===== src/rtl/usb_in_responder.sv =====
module usb_in_responder #(
  parameter int EP_W    = 2,
  parameter int MAX_LEN = 8
) (
  input  logic            clk,
  input  logic            rst_n,
  input  logic            cpu_wr,
  input  logic [1:0]      cpu_addr,
  input  logic [7:0]      cpu_wdata,
  output logic [7:0]      cpu_rdata,
  input  logic            tok_valid,
  input  logic [1:0]      tok_type,
  input  logic [EP_W-1:0] tok_ep,
  input  logic            ack_in,
  output logic            resp_valid,
  output logic [1:0]      resp_code,
  output logic [3:0]      resp_len
);
  localparam int N_EP = 1 << EP_W;
  localparam logic [3:0] MAX_L = 4'(MAX_LEN);
  localparam logic [1:0] T_IN = 2'd0, T_OUT = 2'd1, T_SETUP = 2'd2;
  localparam logic [1:0] C_NAK = 2'd0, C_STALL = 2'd1;
  localparam int B_STL = 6, B_OE = 5, B_SEQ = 4;

  logic [6:0]      ctl [N_EP];
  logic [EP_W-1:0] sel;
  logic            pend_v;
  logic [EP_W-1:0] pend_ep;
  logic [N_EP-1:0] wr_v, clr_v;
  logic [6:0]      cur;
  logic            in_hit, send_data, ep0_rx;

  assign cur       = ctl[tok_ep];
  assign in_hit    = tok_valid && tok_type == T_IN;
  assign send_data = in_hit && !cur[B_STL] && cur[B_OE];
  assign ep0_rx    = tok_valid && (tok_type == T_OUT || tok_type == T_SETUP) && tok_ep == '0;

  always_comb begin
    for (int i = 0; i < N_EP; i++) begin
      clr_v[i] = (ack_in && pend_v && pend_ep == EP_W'(i)) || (i == 0 && ep0_rx);
      if (i == 0) wr_v[i] = cpu_wr && cpu_addr == 2'd0;
      else        wr_v[i] = cpu_wr && cpu_addr == 2'd1 && sel == EP_W'(i);
    end
  end

  always_ff @(posedge clk) begin
    if (!rst_n) begin
      for (int i = 0; i < N_EP; i++) ctl[i] <= '0;
    end else begin
      for (int i = 0; i < N_EP; i++) begin
        if (wr_v[i])       ctl[i] <= cpu_wdata[6:0];
        else if (clr_v[i]) ctl[i][B_OE] <= 1'b0;
      end
    end
  end

  always_ff @(posedge clk) begin
    if (!rst_n) begin
      sel     <= '0;
      pend_v  <= 1'b0;
      pend_ep <= '0;
    end else begin
      if (cpu_wr && cpu_addr == 2'd2) sel <= cpu_wdata[EP_W-1:0];
      if (tok_valid) begin
        pend_v  <= send_data;
        pend_ep <= tok_ep;
      end else if (ack_in) begin
        pend_v  <= 1'b0;
      end
    end
  end

  always_ff @(posedge clk) begin
    if (!rst_n) begin
      resp_valid <= 1'b0;
      resp_code  <= C_NAK;
      resp_len   <= '0;
    end else begin
      resp_valid <= in_hit;
      if (in_hit) begin
        if (cur[B_STL])     begin resp_code <= C_STALL;          resp_len <= '0; end
        else if (cur[B_OE]) begin
          resp_code <= {1'b1, cur[B_SEQ]};
          resp_len  <= (cur[3:0] > MAX_L) ? MAX_L : cur[3:0];
        end
        else                begin resp_code <= C_NAK;            resp_len <= '0; end
      end
    end
  end

  always_comb begin
    case (cpu_addr)
      2'd0:    cpu_rdata = {1'b0, ctl[0]};
      2'd1:    cpu_rdata = (sel != '0) ? {1'b0, ctl[sel]} : 8'h00;
      2'd2:    cpu_rdata = 8'(sel);
      default: cpu_rdata = 8'h00;
    endcase
  end

  a_r1_resp_only_after_in: assert property (@(posedge clk) disable iff (!rst_n)
    resp_valid |-> $past(tok_valid && tok_type == T_IN));

  a_r2_handshake_no_len: assert property (@(posedge clk) disable iff (!rst_n)
    (resp_valid && !resp_code[1]) |-> resp_len == 4'd0);

  a_r3_stall_wins: assert property (@(posedge clk) disable iff (!rst_n)
    (in_hit && cur[B_STL]) |=> (resp_valid && resp_code == C_STALL));

  a_r5_len_clamped: assert property (@(posedge clk) disable iff (!rst_n)
    resp_valid |-> resp_len <= MAX_L);

  a_r6_ack_clears_oe: assert property (@(posedge clk) disable iff (!rst_n)
    (ack_in && pend_v && !wr_v[pend_ep]) |=> !ctl[$past(pend_ep)][B_OE]);

  a_r7_ep0_rx_clears_oe: assert property (@(posedge clk) disable iff (!rst_n)
    (ep0_rx && !wr_v[0]) |=> !ctl[0][B_OE]);

  a_r9_write_wins_ep0: assert property (@(posedge clk) disable iff (!rst_n)
    wr_v[0] |=> ctl[0] == $past(cpu_wdata[6:0]));
endmodule


===== config.mk =====
export PLATFORM = sky130hd
export DESIGN_NAME = usb_in_responder
export DESIGN_NICKNAME = d
export VERILOG_FILES = /design/src/rtl/usb_in_responder.sv
export SDC_FILE = /design/constraint.sdc
export NUM_CORES = 1
export LEC_CHECK = 0
export ABC_AREA = 1
export CORE_UTILIZATION = 54
export CTS_BUF_LIST = sky130_fd_sc_hd__clkbuf_16
export CTS_CLUSTER_SIZE = 10
export DETAILED_ROUTE_END_ITERATION = 10
export MAX_ROUTING_LAYER = met4
export PLACE_DENSITY = 0.8
export SYNTH_ARGS = -nofsm -noshare
export SYNTH_HDL_FRONTEND = slang
export SYNTH_SLANG_ARGS = --single-unit

===== constraint.sdc =====
create_clock -name clk -period 1.7 [get_ports clk]
set_clock_uncertainty 0.15 [all_clocks]
set_input_delay 0.425 -clock clk [delete_from_list [all_inputs] [get_ports clk]]
set_output_delay 0.425 -clock clk [all_outputs]
set_load 0.02 [all_outputs]

* Yosys cells after proc, flatten, opt, wreduce, memory -nomap -nowiden
Memory sizes are Yosys's and may differ from the RTL's. A register that Yosys moved wholly into a read port is not among the register bits.
Cells that the tools add are included.
** Word-level totals
- Flip-flop bits (word level) :: 12
- RAM bits :: 28
- Bits of input ports :: 19
- Output and inout port bits :: 15
- Logic and storage cells :: 99
- Memories kept :: 1
** Memories
- ctl :: depth 4, bits a word 7, read ports 3, clocked after memory_dff 1, wr ports 4, line 25 : logic [6:0] ctl [N_EP];
** Operators by class
- $lt $le $gt $ge :: 1
- Equal/unequal tests :: 10
- Multiplexer cells :: 48
- Bitwise gates (word level) :: 8
- Reduce and logical (&&, ||, !) cells :: 25
** Operators with widths (count)
- two-way mux 1 bit :: 35
- two-way mux 7 bit :: 5
- one-hot mux 7 bit (3 select lines) :: 1
- logical AND 1 bit :: 16
- == test 2 bit (second input constant) :: 6
- two-way mux 4 bit :: 3
- == test 2 x 1 -> 1 bit (second input constant) :: 4
- zero test 2 bit :: 4
- two-way mux 2 bit :: 4
- bitwise OR 1 bit :: 8
- greater-than comparator 4 bit (second input constant) :: 1
- nonzero test 2 bit :: 2
- logical OR 1 bit :: 2
- zero test 1 bit :: 1

* Depth between registers and ports, before layout
- Word-level depth :: 10
- Gate-level depth with buffers :: 10
- Gate-level depth less buffers :: 8

* Worst setup path after synthesis
Ideal clock, no wire load.
- Path kind :: input to output
- From :: input cpu_addr[1]
- To :: output cpu_rdata[3]
- Arrival :: 1.236 ns
- Required time :: 1.125 ns
- Slack :: -0.111 ns
- Stages :: 3
- Path buffers :: 0
- Cells stage by stage :: nor2_1 -> inv_1 -> o21ai_0
** On the way
- Longest elaborated chain between the ends :: 2
- Elaborated cells on any way between the ends :: 4
- Those cells by class :: eq/ne: 2; mux: 1; reduce/logical: 1
** Ends and longest elaborated chain
- start, declared :: line 8 : input logic [1:0] cpu_addr,
- == test 2 bit, or another cell as far along :: line 92 : case (cpu_addr)
- one-hot mux 7 bit (3 select lines) * :: line 92
- end, declared :: line 10 : output logic [7:0] cpu_rdata,
Every way passes the cells marked *; elsewhere a longest branch is shown, timed or not.

==> impl.org <==
** Synthesis
- The number of nets handed over by synthesis was 299.
- The Yosys step of the flow raised 0 warnings.
- Top_reg_cell synth :: sky130_fd_sc_hd__edfxtp_1
- Cell type contributing the most total cell area after synthesis :: sky130_fd_sc_hd__edfxtp_1
- Synthesized area per cell :: 8.16 sq um
- Count of different cell masters after synthesis :: 31
- Of all flip-flops after synthesis, the portion carrying an async set or reset was 0.
- Synthesis produced a netlist whose cell count is 279.
- Number of synthesized flops with an enable pin :: 28
- Mapped Area :: 2280 sq um
- Counting instances in the post-synthesis netlist gives the leading cell types as sky130_fd_sc_hd__nand2_1 (48), sky130_fd_sc_hd__nor2_1 (42), sky130_fd_sc_hd__inv_1 (35).
- By area the synthesized netlist is led by sky130_fd_sc_hd__edfxtp_1 (37%), sky130_fd_sc_hd__dfxtp_1 (12%), sky130_fd_sc_hd__nand2_1 (7.9%), sky130_fd_sc_hd__o21ai_0 (7.3%), sky130_fd_sc_hd__nor2_1 (6.9%).
- In the post-synthesis netlist, the cell with the most instances is sky130_fd_sc_hd__nand2_1.
- The share of synthesized area in the top cell type comes to 0.369.
- The synthesized design contains 42 register bits.
- Of the synthesized area, sequential elements account for 0.492.

** Layout
- Final design utilization :: 0.789
- Of the cells placed in the final design, the portion with a size suffix greater than 1 is 0.305.
- 0 antenna diodes ended up in the layout.
- The area growth from synthesis to layout is 39.7%.
- For this run, the post-layout net count is 373.
- Registers take 1120 sq um.
- Fill cells in the final layout number 257.
- Multi-input logic area :: 1020 sq um

** GRT
- The initial antenna violation count is 0.
- Maximum number of pins on one net before global-route repair :: 18
- Global-route wire length before repair :: 10.1 mm
- Global Route Usage Sum :: 0.328
- The number of global-route vias before repair came to 2,056.
- Congestion Overflow GR :: 0

** Setup path
- Cells traversed along the worst timing path :: clkinvlp_4, buf_12, a21oi_2, o21ai_2, o21ai_2, nand2_1, o21ai_1, buf_4
- Cell repeated most along the worst path :: sky130_fd_sc_hd__o21ai_2
- The slowest stage of the critical path is the sky130_fd_sc_hd__dfxtp_2 cell.
- The worst setup path is of the reg2out kind.
- Category of the worst setup path launch point :: flip-flop
- Maximum fanout count along the critical path :: 2
- Together, buffers and inverters on the worst path number 3.
- Nature of the critical path endpoint :: output pin
- Critical Path AT :: 1.55 ns
- Critical path's largest stage delay :: 0.35 ns
- Data on the critical path is required at its endpoint by 1.12 ns.
- Family with the most delay on the worst path :: buffers and inverters

** Clock network
- Max clock buf depth :: 2
- After clock tree synthesis, the clock-pin slew on the worst setup and hold paths is 0.06 ns.
- Clock H-tree levels :: 2
- Clock root cell :: sky130_fd_sc_hd__clkbuf_16
- Num CTS Buffers :: 5
- Insertion delay to the later sink of the worst-skew pair :: 0.29 ns
- TritonCTS built the clock tree.
- Count of clock tree sinks :: 42

** Place
- Buffers placed on the I/O ports in this run total 31.
- Last weighted congestion value of the routability-driven placer :: 0.875
- Summed over all nets, the half-perimeter wirelength after detailed placement is 4.49 mm.

** STA
- In the post-route analysis, the smallest setup slack over all paths is -0.429 ns.
- Worst hold slack across all endpoints :: 0.316 ns
- The final-report hold violation count was 0.
- Slew Viols, Final :: 0
- Setup repair after global routing could not meet its margin everywhere.
- Setup violations remaining at the end of the flow were counted as 7.
- The worst path in the final design needs a cycle of 2.13 ns, including I/O delays and setup.
- Of the available clock period, the critical path in the final layout requires 1.25.
- Static timing analysis puts the maximum clock frequency at 470 MHz.

** Route
- After detailed routing, the number of vias per cell comes to 5.68.
- After the first detailed-routing iteration, the DRC count stood at 204.
- For this block, the routed nets add up to 6.88 mm of wire.
- Detailed routing inserted a total of 2,296 vias.
- In the routed design, unresolved DRC markers number 0.
- The first detailed-routing pass ran for 5 iterations.
- Dividing the detail-routed wire length by the instance count gives 17.0 microns.
- DRT antenna net count :: 0

** Pwr
- Clock network fraction of total power :: 0.360
- The analysis attributes to cell leakage a power of 0.00141 uW.
- Maximum vdd drop :: 0.687 mV
- Net switching fraction of the power :: 0.260
- Logic pwr share :: 0.177
- In this run the power spent charging and discharging nets is 651 uW.
- Power spread over the standard cell area amounts to 787 nW/um^2.
- Int Power :: 1850 uW
- Sequential fraction of design power :: 0.463

** Die
- Standard cell core area :: 4030 sq um
- Effective utilization at floorplan :: 0.565
- The die covers 4480 sq um.
- The die is 66.9 microns tall.
- In this run the count of I/O pins placed on the die edge is 34.
- Horiz. Die Dim :: 66.9 microns
- The floorplan has 23 rows.

** Flow run
- Across the run, the number of max-cap violations was 0.

** Status
- Violations in the final reports :: negative setup slack
- The flow ran to the end, but the final reports show violations.

** Worst hold path
- In this run the worst hold path is classified as reg2reg.
[layout make-up]
type / count / area share
clock buffers: 5 / 0.0393
clock inverters: 3 / 0.00354
inverters: 40 / 0.0511
multi-input cells: 187 / 0.319
flip-flops and latches: 42 / 0.353
well taps: 50 / 0.0197
repair buffers: 77 / 0.214
[cells by family (layout without fill, tap and decap cells)]
logic type	count (synthesis)	in the layout	share of synthesized area
AOI/OAI and AO/OA	64	64	0.154
buffers and inverters	50	125	0.105
adders and majority gates	1	1	0.00549
other	1	1	0.00165
and+or+nand+nor	121	121	0.241
DFF	42	42	0.492
[through the flow]
| step | TNS, ns | cell area (sq um) | power, uW | setup slack, ns | cells |
|---|---|---|---|---|---|
| after CTS | -2.34 | 3070 | 2460 | -0.378 | 403 |
| after global routing | -2.94 | 3180 | 2570 | -0.479 | 404 |
| final | -2.45 | 3180 | 2500 | -0.429 | 404 |
| after global placement | -32.91 | 2890 | 1550 | -1.05 | 391 |
| after floorplan | -0.107 | 2280 | 1380 | -0.0358 | 279 |
| after detailed placement | -37.09 | 2890 | 1560 | -1.12 | 391 |
[power groups by stage]
| stage | sequential (uW) | clock, uW | combinational (uW) |
|---|---|---|---|
| 2_1_floorplan | 1180 | 0 | 202 |
| 3_3_place_gp | 1170 | 0 | 378 |
| 3_5_place_dp | 1180 | 0 | 386 |
| 4_1_cts | 1160 | 899 | 402 |
| 5_1_grt | 1160 | 932 | 475 |
| 6_report | 1160 | 902 | 443 |
[placed cells by master (no fill, tap or decap), types with 5 or more instances in the layout]
| cell | n |
|---|---|
| sky130_fd_sc_hd__nor2_1 | 38 |
| sky130_fd_sc_hd__nand3_1 | 8 |
| sky130_fd_sc_hd__o21ai_0 | 20 |
| sky130_fd_sc_hd__a21oi_1 | 12 |
| sky130_fd_sc_hd__buf_4 | 47 |
| sky130_fd_sc_hd__inv_2 | 5 |
| sky130_fd_sc_hd__clkdlybuf4s50_1 | 14 |
| sky130_fd_sc_hd__o21ai_1 | 11 |
| sky130_fd_sc_hd__nand2_2 | 11 |
| sky130_fd_sc_hd__inv_1 | 32 |
| sky130_fd_sc_hd__edfxtp_1 | 28 |
| sky130_fd_sc_hd__dlygate4sd2_1 | 8 |
| sky130_fd_sc_hd__clkbuf_16 | 5 |
| sky130_fd_sc_hd__dfxtp_1 | 12 |
| sky130_fd_sc_hd__nand2_1 | 44 |
| sky130_fd_sc_hd__a21oi_2 | 10 |
[tightest hold or removal path: stages, from the launching register on]
cell	delay [ns]
sky130_fd_sc_hd__dfxtp_1	0.30
sky130_fd_sc_hd__nand2_1	0.06
sky130_fd_sc_hd__a21oi_1	0.06
[metal layers]
| metal | wire length [microns] | share of wire | global-route usage | vias to the layer above |
|---|---|---|---|---|
| li1 | - | - | - | 1070 |
| met3 | 568 | 0.083 | 0.0668 | 30 |
| met2 | 3470 | 0.50 | 0.552 | 146 |
| met4 | 262 | 0.038 | 0.122 | 0 |
| met1 | 2570 | 0.37 | 0.385 | 1050 |
| met5 | 0 | 0 | - | - |
[what timing repair did]
item                                    4_1_cts  5_1_grt
pin swaps                                     1        2
hold buffers                                  0        0
endpoints found under the setup margin       63       55
gates resized for setup                      67       31
setup buffers                                 4        1
[final timing paths]
kind                 from  depth (start not counted)      endpoint  slack [ns]
max             flip-flop                          8  cpu_rdata[5]       -0.43
min          resp_code[1]                          2  resp_code[1]        0.32
max reg2reg        sel[1]                          5     ctl[2][2]        0.13
min reg2reg  resp_code[1]                          2  resp_code[1]        0.32
[state kept, by name, summed over array words and instances, names as in the netlist, named ones only]
| name | cells |
|---|---|
| pend_ep | 2 |
| resp_code | 2 |
| sel | 2 |
| pend_v | 1 |
| ctl | 28 |
| resp_valid | 1 |
| resp_len | 4 |
Note: power is estimated with default switching activity, not from simulation.
